**config.mk**
```make
export PLATFORM = sky130hd
export DESIGN_NAME = fetch_thread_sel
export DESIGN_NICKNAME = d
export VERILOG_FILES = /design/src/rtl/fts_pkg.sv /design/src/rtl/fts_sat_counter.sv /design/src/rtl/fts_thread_counters.sv /design/src/rtl/fts_ranker.sv /design/src/rtl/fetch_thread_sel.sv
export SDC_FILE = /design/constraint.sdc
export NUM_CORES = 1
export LEC_CHECK = 0
export ABC_CLOCK_PERIOD_IN_PS = 33700
export CORE_MARGIN = 8
export CORE_UTILIZATION = 70
export DETAILED_ROUTE_END_ITERATION = 10
export DONT_BUFFER_PORTS = 1
export PLACE_DENSITY = 0.87
export SETUP_SLACK_MARGIN = 0.05
export SYNTH_ARGS = -nofsm -noshare
export SYNTH_HDL_FRONTEND = slang
export SYNTH_SLANG_ARGS = --single-unit
```
**constraint.sdc**
```tcl
create_clock -name clk -period 33.7 [get_ports clk]
set_input_delay 3.37 -clock clk [delete_from_list [all_inputs] [get_ports clk]]
set_output_delay 3.37 -clock clk [all_outputs]
set_load 0.01 [all_outputs]
```
**src/rtl/fts_pkg.sv**
```systemverilog
package fts_pkg;
  typedef enum logic [2:0] {
    SEL_ROTATE      = 3'd0,
    SEL_DECODE_LOAD = 3'd1,
    SEL_BRANCH_LOAD = 3'd2,
    SEL_MISS_LOAD   = 3'd3,
    SEL_QUEUE_AGE   = 3'd4
  } sel_mode_e;
endpackage

```
**src/rtl/fts_sat_counter.sv**
```systemverilog
module fts_sat_counter #(
  parameter int CW = 4
) (
  input  logic          clk,
  input  logic          rst,
  input  logic          flush,
  input  logic          up,
  input  logic          down,
  output logic [CW-1:0] cnt
);
  localparam logic [CW-1:0] TOP = '1;

  always_ff @(posedge clk) begin
    if (rst || flush) cnt <= '0;
    else if (up && !down && cnt != TOP) cnt <= cnt + 1'b1;
    else if (down && !up && cnt != '0) cnt <= cnt - 1'b1;
  end

  assert_hold_top_R10: assert property (@(posedge clk) disable iff (rst)
    (cnt == TOP && up && !down && !flush) |=> (cnt == TOP));
  assert_hold_floor_R10: assert property (@(posedge clk) disable iff (rst)
    (cnt == '0 && down && !up && !flush) |=> (cnt == '0));
  assert_net_zero_R10: assert property (@(posedge clk) disable iff (rst)
    (up && down && !flush) |=> $stable(cnt));
  assert_flush_clears_R11: assert property (@(posedge clk) disable iff (rst)
    flush |=> (cnt == '0));
endmodule

```
**src/rtl/fts_thread_counters.sv**
```systemverilog
module fts_thread_counters #(
  parameter int NTHR = 4,
  parameter int CW   = 4
) (
  input  logic               clk,
  input  logic               rst,
  input  logic [NTHR-1:0]    flush,
  input  logic [NTHR-1:0]    dec_enter,
  input  logic [NTHR-1:0]    iss_leave,
  input  logic [NTHR-1:0]    br_open,
  input  logic [NTHR-1:0]    br_close,
  input  logic [NTHR-1:0]    miss_open,
  input  logic [NTHR-1:0]    miss_close,
  output logic [NTHR*CW-1:0] icnt,
  output logic [NTHR*CW-1:0] bcnt,
  output logic [NTHR*CW-1:0] mcnt
);
  for (genvar t = 0; t < NTHR; t++) begin : g_thr
    fts_sat_counter #(.CW(CW)) u_inst (
      .clk(clk), .rst(rst), .flush(flush[t]),
      .up(dec_enter[t]), .down(iss_leave[t]), .cnt(icnt[t*CW +: CW]));
    fts_sat_counter #(.CW(CW)) u_br (
      .clk(clk), .rst(rst), .flush(flush[t]),
      .up(br_open[t]), .down(br_close[t]), .cnt(bcnt[t*CW +: CW]));
    fts_sat_counter #(.CW(CW)) u_miss (
      .clk(clk), .rst(rst), .flush(flush[t]),
      .up(miss_open[t]), .down(miss_close[t]), .cnt(mcnt[t*CW +: CW]));
  end
endmodule

```
**src/rtl/fts_ranker.sv**
```systemverilog
module fts_ranker
  import fts_pkg::*;
#(
  parameter int NTHR  = 4,
  parameter int NSLOT = 2,
  parameter int CW    = 4,
  parameter int PW    = 4,
  parameter int TW    = 2
) (
  input  logic [2:0]          mode,
  input  logic [NTHR-1:0]     elig,
  input  logic [TW-1:0]       ptr,
  input  logic [NTHR*CW-1:0]  icnt,
  input  logic [NTHR*CW-1:0]  bcnt,
  input  logic [NTHR*CW-1:0]  mcnt,
  input  logic [NTHR*PW-1:0]  qpos,
  output logic [NSLOT-1:0]    pick_v,
  output logic [NSLOT*TW-1:0] pick_t
);
  localparam int KW = (CW > PW) ? CW : PW;
  localparam int CK = KW + TW;

  logic [CK-1:0] ckey [NTHR];

  always_comb begin
    logic [KW-1:0] k;
    int d;
    for (int t = 0; t < NTHR; t++) begin
      case (sel_mode_e'(mode))
        SEL_DECODE_LOAD: k = KW'(icnt[t*CW +: CW]);
        SEL_BRANCH_LOAD: k = KW'(bcnt[t*CW +: CW]);
        SEL_MISS_LOAD:   k = KW'(mcnt[t*CW +: CW]);
        SEL_QUEUE_AGE:   k = KW'({PW{1'b1}} ^ qpos[t*PW +: PW]);
        default:         k = '0;
      endcase
      d = t - int'(ptr);
      if (d < 0) d = d + NTHR;
      ckey[t] = {k, TW'(d)};
    end
  end

  always_comb begin
    logic [NTHR-1:0] taken;
    logic [CK-1:0]   best;
    logic [TW-1:0]   bt;
    logic            found;
    taken  = '0;
    pick_v = '0;
    pick_t = '0;
    for (int s = 0; s < NSLOT; s++) begin
      found = 1'b0;
      best  = '1;
      bt    = '0;
      for (int t = 0; t < NTHR; t++) begin
        if (elig[t] && !taken[t] && (!found || ckey[t] < best)) begin
          found = 1'b1;
          best  = ckey[t];
          bt    = TW'(t);
        end
      end
      pick_v[s] = found;
      pick_t[s*TW +: TW] = bt;
      if (found) taken[bt] = 1'b1;
    end
  end
endmodule

```
**src/rtl/fetch_thread_sel.sv**
```systemverilog
module fetch_thread_sel #(
  parameter int NTHR   = 4,
  parameter int NSLOT  = 2,
  parameter int BUDGET = 4,
  parameter int CW     = 4,
  parameter int PW     = 4,
  localparam int TW    = $clog2(NTHR),
  localparam int BW    = $clog2(BUDGET + 1)
) (
  input  logic                clk,
  input  logic                rst,
  input  logic [2:0]          mode,
  input  logic [NTHR-1:0]     ready,
  input  logic [NTHR-1:0]     quiesce,
  input  logic [NTHR-1:0]     flush,
  input  logic [NTHR-1:0]     dec_enter,
  input  logic [NTHR-1:0]     iss_leave,
  input  logic [NTHR-1:0]     br_open,
  input  logic [NTHR-1:0]     br_close,
  input  logic [NTHR-1:0]     miss_open,
  input  logic [NTHR-1:0]     miss_close,
  input  logic [NTHR*PW-1:0]  qpos,
  output logic [NSLOT-1:0]    slot_valid,
  output logic [NSLOT*TW-1:0] slot_tid,
  output logic [NSLOT*BW-1:0] slot_budget
);
  logic [NTHR*CW-1:0]  icnt, bcnt, mcnt;
  logic [NTHR-1:0]     elig, elig_seen;
  logic [TW-1:0]       ptr, ptr_nxt;
  logic [NSLOT-1:0]    pick_v;
  logic [NSLOT*TW-1:0] pick_t;

  assign elig = ready & ~quiesce;

  fts_thread_counters #(.NTHR(NTHR), .CW(CW)) u_cnt (
    .clk(clk), .rst(rst), .flush(flush),
    .dec_enter(dec_enter), .iss_leave(iss_leave),
    .br_open(br_open), .br_close(br_close),
    .miss_open(miss_open), .miss_close(miss_close),
    .icnt(icnt), .bcnt(bcnt), .mcnt(mcnt));

  fts_ranker #(.NTHR(NTHR), .NSLOT(NSLOT), .CW(CW), .PW(PW), .TW(TW)) u_rank (
    .mode(mode), .elig(elig), .ptr(ptr),
    .icnt(icnt), .bcnt(bcnt), .mcnt(mcnt), .qpos(qpos),
    .pick_v(pick_v), .pick_t(pick_t));

  always_comb begin
    ptr_nxt = ptr;
    for (int s = 0; s < NSLOT; s++) begin
      if (pick_v[s])
        ptr_nxt = (int'(pick_t[s*TW +: TW]) == NTHR - 1) ? '0 : pick_t[s*TW +: TW] + 1'b1;
    end
  end

  always_ff @(posedge clk) begin
    if (rst) begin
      ptr         <= '0;
      slot_valid  <= '0;
      slot_tid    <= '0;
      slot_budget <= '0;
      elig_seen   <= '0;
    end else begin
      ptr        <= ptr_nxt;
      slot_valid <= pick_v;
      slot_tid   <= pick_t;
      elig_seen  <= elig;
      for (int s = 0; s < NSLOT; s++)
        slot_budget[s*BW +: BW] <= pick_v[s] ? BW'(BUDGET) : '0;
    end
  end

  assert_reset_clears_R1: assert property (@(posedge clk)
    rst |=> (slot_valid == '0 && slot_tid == '0));

  assert_slot_count_R2: assert property (@(posedge clk) disable iff (rst)
    $countones(slot_valid) ==
      (($countones(elig_seen) > NSLOT) ? NSLOT : $countones(elig_seen)));

  for (genvar a = 0; a < NSLOT; a++) begin : g_chk
    assert_only_eligible_R2: assert property (@(posedge clk) disable iff (rst)
      slot_valid[a] |-> elig_seen[slot_tid[a*TW +: TW]]);
    if (a + 1 < NSLOT) begin : g_pack
      assert_packed_slots_R2: assert property (@(posedge clk) disable iff (rst)
        slot_valid[a+1] |-> slot_valid[a]);
    end
    for (genvar b = a + 1; b < NSLOT; b++) begin : g_pair
      assert_distinct_tid_R2: assert property (@(posedge clk) disable iff (rst)
        (slot_valid[a] && slot_valid[b]) |->
          (slot_tid[a*TW +: TW] != slot_tid[b*TW +: TW]));
    end
  end
endmodule

```
# [Word-level counts from Yosys, hierarchy flattened]
# Index checks and enable logic that the tools add are counted.
[classes] add_sub_neg=34 n_lt_le_gt_ge=12 eq_ne=18 mux=61 bitwise_logic=6 reduce_logical=128
[op_table] cell="4-bit 2-to-1 mux" n=25
[op_table] cell="4-bit case mux with 4 select lines" n=4
[op_table] cell="1-bit logical AND" n=59
[op_table] cell="4-bit by 1-bit adder with 4-bit output (second input constant)" n=12
[op_table] cell="4-bit != test (second input constant)" n=12
[op_table] cell="4-bit nonzero test" n=12
[op_table] cell="4-bit by 1-bit subtractor with 4-bit output (second input constant)" n=12
[op_table] cell="6-bit less-than comparator" n=6
[op_table] cell="6-bit 2-to-1 mux" n=6
[op_table] cell="1-bit logical NOT" n=34
[op_table] cell="2-bit nonzero test" n=13
[op_table] cell="2-bit 2-to-1 mux" n=12
[op_table] cell="4-bit NOT" n=5
[op_table] cell="2-bit by 1-bit adder with 2-bit output (second input constant)" n=6
[op_table] cell="3-bit by 1-bit less-than comparator with 1-bit output (second input constant)" n=4
[op_table] cell="1-bit 2-to-1 mux" n=11
[op_table] cell="1-bit logical OR" n=10
[op_table] cell="3-bit by 2-bit == test with 1-bit output (second input constant)" n=2
[op_table] cell="3-bit 2-to-1 mux" n=2
[op_table] cell="1-bit by 2-bit subtractor with 3-bit output (first input constant)" n=2
[op_table] cell="2-bit by 2-bit subtractor with 3-bit output (first input constant)" n=2
[op_table] cell="4-bit AND" n=1
[op_table] cell="2-bit by 1-bit == test with 1-bit output (second input constant)" n=2
[op_table] cell="3-bit by 1-bit == test with 1-bit output (second input constant)" n=1
[op_table] cell="4 further kinds" n=4
[totals] register_bits=62 out_inout_bits=12

# [Logic depth before layout (Yosys ltp)]
[logic_depth] ltp_word=39 depth_mapped=56 ltp_nobuf=51

# [Modules after synthesis]
# Synthesis repeated with hierarchy kept, for this count alone.
[unflattened] hier_cells=618 area_unflattened_um2=5740.5
[modules_own_cells] module="fts_sat_counter" n_inst=12 cells_each=29 area_each_um2=309.0 seq_area_each_um2=80.1
[modules_own_cells] module="fts_ranker" n_inst=1 cells_each=235 area_each_um2=1672.9 seq_area_each_um2=0.0
[modules_own_cells] module="fetch_thread_sel" n_inst=1 cells_each=35 area_each_um2=359.1 seq_area_each_um2=160.2

# [Worst setup path before layout]
# Ideal clock, no wire load.
[synth_path] path_type="input to register" start="input port mode[1]" end="register ptr[0]" setup_time_ns=0.086 arrival_ns=13.120 path_slack_ns=20.494 stages=51 path_cell_list="buf_2 -> nand2b_1 -> clkbuf_1 -> nor2_1 -> a21oi_1 -> o22a_1 -> inv_1 -> ha_1 -> a21oi_1 -> o21ai_0 -> a41oi_2 -> mux2i_1 -> inv_1 -> ha_1 -> a21oi_1 -> nand2_1 -> a2111o_1 -> a21oi_1 -> [... 15 more ...] -> buf_6 -> mux2_4 -> ha_1 -> and4_1 -> a21oi_1 -> a21oi_1 -> a211oi_2 -> buf_2 -> nand2_1 -> o21a_1 -> ha_1 -> nand4_1 -> a2111oi_4 -> o21ai_1 -> ha_1 -> a211oi_1 -> o21ai_0 -> a211oi_1"
[synth_between] elab_chain_cells=38
[synth_rtl] item="start, declared" line="fetch_thread_sel.sv:12" rtl="input logic [2:0] mode,"
[synth_rtl] item="3-bit == test, or another cell as far along" line="fts_ranker.sv:29" rtl="case (sel_mode_e'(mode))"
[synth_rtl] item="4-bit case mux with 4 select lines" line="fts_ranker.sv:29"
[synth_rtl] item="6-bit 2-to-1 mux" line="fts_ranker.sv:55" rtl="if (elig[t] && !taken[t] && (!found || ckey[t] < best)) begin"
[synth_rtl] item="6-bit less-than comparator" line="fts_ranker.sv:55"
[synth_rtl] item="1-bit logical OR" line="fts_ranker.sv:55"
[synth_rtl] item="1-bit logical AND" line="fts_ranker.sv:55"
[synth_rtl] item="6-bit 2-to-1 mux or 1-bit 2-to-1 mux (tied branches)" line="fts_ranker.sv:55"
[synth_rtl] item="6-bit less-than comparator or 1-bit logical NOT (tied branches)" line="fts_ranker.sv:55"
[synth_rtl] item="[... 23 more ...]"
[synth_rtl] item="6-bit less-than comparator or 1-bit logical NOT (tied branches)" line="fts_ranker.sv:55"
[synth_rtl] item="1-bit logical OR" line="fts_ranker.sv:55"
[synth_rtl] item="1-bit logical AND" line="fts_ranker.sv:55"
[synth_rtl] item="2-bit 2-to-1 mux *" line="fts_ranker.sv:55"
[synth_rtl] item="net pick_t[3]" line="fetch_thread_sel.sv:31" rtl="logic [NSLOT*TW-1:0] pick_t;"
[synth_rtl] item="2-bit by 1-bit == test with 1-bit output *" line="fetch_thread_sel.sv:51" rtl="ptr_nxt = (int'(pick_t[s*TW +: TW]) == NTHR - 1) ? '0 : pick_t[s*TW +: TW] + 1'b1;"
[synth_rtl] item="2-bit 2-to-1 mux *" line="fetch_thread_sel.sv:51"
[synth_rtl] item="2-bit 2-to-1 mux *" line="fetch_thread_sel.sv:50" rtl="if (pick_v[s])"
[synth_rtl] item="end signal, assigned" line="fetch_thread_sel.sv:63" rtl="ptr <= ptr_nxt;"
[synth_rtl] item="end, declared" line="fetch_thread_sel.sv:29" rtl="logic [TW-1:0] ptr, ptr_nxt;"
# The timed path passes the listed nets; every way through them passes the cells marked *. The select of a mux whose other input is x is not followed.
# A chain may end at the register's enable or synchronous reset.

# [Worst setup path in the final report]
[layout_path] start="input port mode[1]" end="register ptr[0]"
[layout_between] elab_chain_cells=38
[layout_rtl] item="3-bit == test, or another cell as far along" line="fts_ranker.sv:29"
[layout_rtl] item="4-bit case mux with 4 select lines" line="fts_ranker.sv:29"
[layout_rtl] item="6-bit 2-to-1 mux" line="fts_ranker.sv:55"
[layout_rtl] item="6-bit less-than comparator" line="fts_ranker.sv:55"
[layout_rtl] item="1-bit logical OR" line="fts_ranker.sv:55"
[layout_rtl] item="1-bit logical AND" line="fts_ranker.sv:55"
[layout_rtl] item="6-bit 2-to-1 mux or 1-bit 2-to-1 mux (tied branches)" line="fts_ranker.sv:55"
[layout_rtl] item="6-bit less-than comparator or 1-bit logical NOT (tied branches)" line="fts_ranker.sv:55"
[layout_rtl] item="[... 23 more ...]"
[layout_rtl] item="6-bit less-than comparator or 1-bit logical NOT (tied branches)" line="fts_ranker.sv:55"
[layout_rtl] item="1-bit logical OR" line="fts_ranker.sv:55"
[layout_rtl] item="1-bit logical AND" line="fts_ranker.sv:55"
[layout_rtl] item="2-bit 2-to-1 mux *" line="fts_ranker.sv:55"
[layout_rtl] item="net pick_t[2]" line="fetch_thread_sel.sv:31"
[layout_rtl] item="2-bit by 1-bit adder with 2-bit output or 2-bit by 1-bit == test with 1-bit output (tied branches)" line="fetch_thread_sel.sv:51"
[layout_rtl] item="2-bit 2-to-1 mux *" line="fetch_thread_sel.sv:51"
[layout_rtl] item="2-bit 2-to-1 mux *" line="fetch_thread_sel.sv:50"
# Marks and branches as above.

==> results.cfg <==
[pwr]
p_per_area_nw_per_um2 = 35.0
leakage_uw = 0.00229
max-vdd-ir-drop_uv = 20.3

[yosys]
synth_top_area_cell = dfxtp_1
synthCells = 584
synth.ff_latch_count = 56
syn_avg_cell_area_um2 = 8.68
synth_warnings = 0
synthTopCellsByArea = dfxtp_1, ha_1, mux2i_1
synth_seq_area_share_pct = 22.1
synth_ff_type = dfxtp_1
synth-async-reset-ratio_pct = 0
syn_area_um2 = 5070
synth_top_cell_area_share_pct = 22.1
synth_edf_count = 0
ys_types = 52

[worst_setup_path]
r2r-start = u_cnt.g_thr[1].u_inst.cnt[1]
critPathMaxStageDelay_ns = 0.79
path_buf_inv = 2
cpMostUsedCell = ha_1
path_delay_family = compound AO/OA/AOI/OAI gates
r2r_end = ptr[0]
rr_worst_depth = 47
r2r_slack_ns = 22.37
cp_num_cells = 48
cp_slowest_cell = nor2b_1
critPathKind = primary input to flip-flop
critPathMaxFanout = 16
worstPathRequired_ns = 33.94
worstPathArrival_ns = 14.98
endpoint = ptr[0]
cp-start-kind = primary input
worstSetupStartpoint = mode[1]
end_kind = flip-flop

[grt]
antenna_found_initial = 1
globalRouteMet1Util_pct = 28.4
top_usage_layer = met2
grt_usage_pct = 23.8
first_global_vias = 4323
grt_max_degree = 24
grt_pass1_wl_um = 19900
overflow = 0
use_met3_pct = 5.52
met2_usage_pct = 40.5

[min_path]
hold_class = flip-flop to flip-flop

[cells_and_area]
drive_gt1_share_pct = 4.73
antenna_cells = 0
nets = 696
area_delta_synth_final_pct = 2.44
stdcell_count = 670

[sta]
min_period_ns = 14.73
worst_slew_pin_slew_ns = 1.03
fmax_mhz = 67.9
fin_setup_tns_ns = 0
finalMaxSlewViolations = 0
slew_headroom_pct = 31.2
finalHoldViolCount = 0
clock-skew-final_ns = 0.00700
setup_viol = 0
fin_ws_ns = 18.97
rsz0062_at_grt = false
hold_slack_ns = 0.551
finalCritPeriodShare_pct = 43.7

[place]
numPortBuffers = 0
place.gp.congestion = 0.956
post-place-ws_ns = 19.01
dp.final_hpwl_um = 9360
post-place-cells = 662

[clock_tree]
clkTransAtPathRegs_ns = 0.11
root_buffer = clkbuf_8
cts_setup_buffers = 0
clkSinkCount = 56
cts.repair.resized = 0
hold_buffers = 0
cts_tree = built
htreeDepth = 2
cts_buffer_depth = 2
cts_buffers = 5
clock_latency_ns = 0.32

[floorplan]
row_count = 31
die_w_um = 101
start_util_pct = 71.0
die_y_um = 101
coreArea_um2 = 7140
dieArea_um2 = 10200
io_pins = 69

[detailed_routing]
dr_total_vias = 4329
drtIter0Drc = 285
routed_wl_um = 11900
first_pass_iters = 5
postRouteAntennaNets = 0
drc = 0
vias_per_cell = 6.46
wl_per_cell_um = 17.8

[flow_run]
drv_cap = 0

[outcome]
outcome = finished, final reports clean
-- synth_stat cells (all sizes together) (14+ instances only) --
cell type and count:
dfxtp 56, xnor2 37, inv 14, a211oi 19, a21oi 39, nand4 16, nor2 77, ha 57
a21o 15, nand3b 25, mux2i 43, nand2 31
-- worst min-delay path by stage --
| stage | slack (ns) | startpoint | depth (start not counted) | end |
|---|---|---|---|---|
| final | 0.55 | u_cnt.g_thr[1].u_miss.cnt[2] | 2 | u_cnt.g_thr[1].u_miss.cnt[2] |
| after global routing | 0.58 | u_cnt.g_thr[1].u_miss.cnt[2] | 2 | u_cnt.g_thr[1].u_miss.cnt[2] |
| after CTS | 0.55 | u_cnt.g_thr[1].u_miss.cnt[2] | 2 | u_cnt.g_thr[1].u_miss.cnt[2] |
| after detailed placement | 0.54 | u_cnt.g_thr[1].u_miss.cnt[2] | 2 | u_cnt.g_thr[1].u_miss.cnt[2] |
| after global placement | 0.54 | u_cnt.g_thr[0].u_br.cnt[2] | 2 | u_cnt.g_thr[0].u_br.cnt[2] |
| after floorplan | 0.51 | u_cnt.g_thr[1].u_inst.cnt[2] | 2 | u_cnt.g_thr[1].u_inst.cnt[2] |
-- layout make-up --
class | count | area [um^2]
multi-input cells | 493 | 3770
fillers | 562 | 1950
flip-flops and latches | 56 | 1120
well taps | 99 | 124
clock buffers | 6 | 82.6
inverters | 14 | 52.6
clock inverters | 2 | 38.8
-- report_power, final --
| group | total (uW) | internal [uW] | switching [uW] | leakage [uW] |
|---|---|---|---|---|
| Combinational | 57.1 | 26.3 | 30.8 | 0.00177 |
| Clock | 48.1 | 24.4 | 23.8 | 0.0000614 |
| Sequential | 76.5 | 69.8 | 6.60 | 0.000457 |
| Total | 182 | 120 | 61.2 | 0.00229 |
-- registers in the layout, indices dropped and copies added, names as in the netlist --
name,flops
u_cnt.g_thr.u_br.cnt,16
u_cnt.g_thr.u_miss.cnt,16
u_cnt.g_thr.u_inst.cnt,16
slot_budget,2
slot_tid,4
ptr,2
-- cells in the final DEF (no fill, tap or decap), drive strengths merged, types with 3 or more instances in the layout --
| cell | Yosys | layout |
|---|---|---|
| mux2i | 43 | 43 |
| a2111oi | 3 | 3 |
| a211oi | 19 | 19 |
| nor2b | 7 | 7 |
| or4 | 12 | 12 |
| nor3 | 4 | 4 |
| conb | 1 | 4 |
| o2111a | 4 | 4 |
| nor2 | 77 | 77 |
| xnor2 | 37 | 37 |
| o22a | 4 | 4 |
| a21oi | 39 | 39 |
| dfxtp | 56 | 56 |
| nand2 | 31 | 31 |
| inv | 14 | 14 |
| clkbuf | 12 | 6 |
| a21o | 15 | 15 |
| nand3 | 7 | 7 |
| o22ai | 9 | 9 |
| and2 | 5 | 5 |
| or2 | 6 | 6 |
| o21a | 7 | 7 |
| nand4 | 16 | 16 |
| or3 | 6 | 6 |
| nand3b | 25 | 25 |
| nand2b | 8 | 8 |
| fa | 12 | 12 |
| o21ai | 11 | 11 |
| mux2 | 5 | 5 |
| a22oi | 5 | 5 |
| ha | 57 | 57 |
-- tightest hold or removal path, stage by stage, from the launching register on --
cell and delay, ns:
dfxtp_1 0.36, nor2_1 0.11, a211oi_1 0.05
-- metrics by stage --
stage | power (uW) | utilization [%] | instance area, um^2
5_1_grt | 192 | 72.7 | 5190
2_1_floorplan | 124 | - | 5080
3_5_place_dp | 134 | 71.0 | 5070
6_report | 182 | 72.7 | 5190
3_3_place_gp | 131 | 71.0 | 5070
4_1_cts | 181 | 72.7 | 5190
-- metal layers --
layer / part of all wire (%) / routed length, um
met3: 8.7 / 1040
met4: 2.1 / 254
met5: 0 / 0
met1: 41 / 4930
met2: 48 / 5690
-- kinds of logic (layout without fill, tap and decap cells) --
group,Yosys count,after routing,share of synthesized area (%)
fa+ha+maj,69,69,18.8
simple gates,211,211,21.7
other cells,1,4,0.0740
mux,48,48,9.90
flops,56,56,22.1
buf+inv,38,22,3.65
compound gates,124,124,17.4
xor+xnor,37,37,6.40
(Power assumes the default switching activity.)
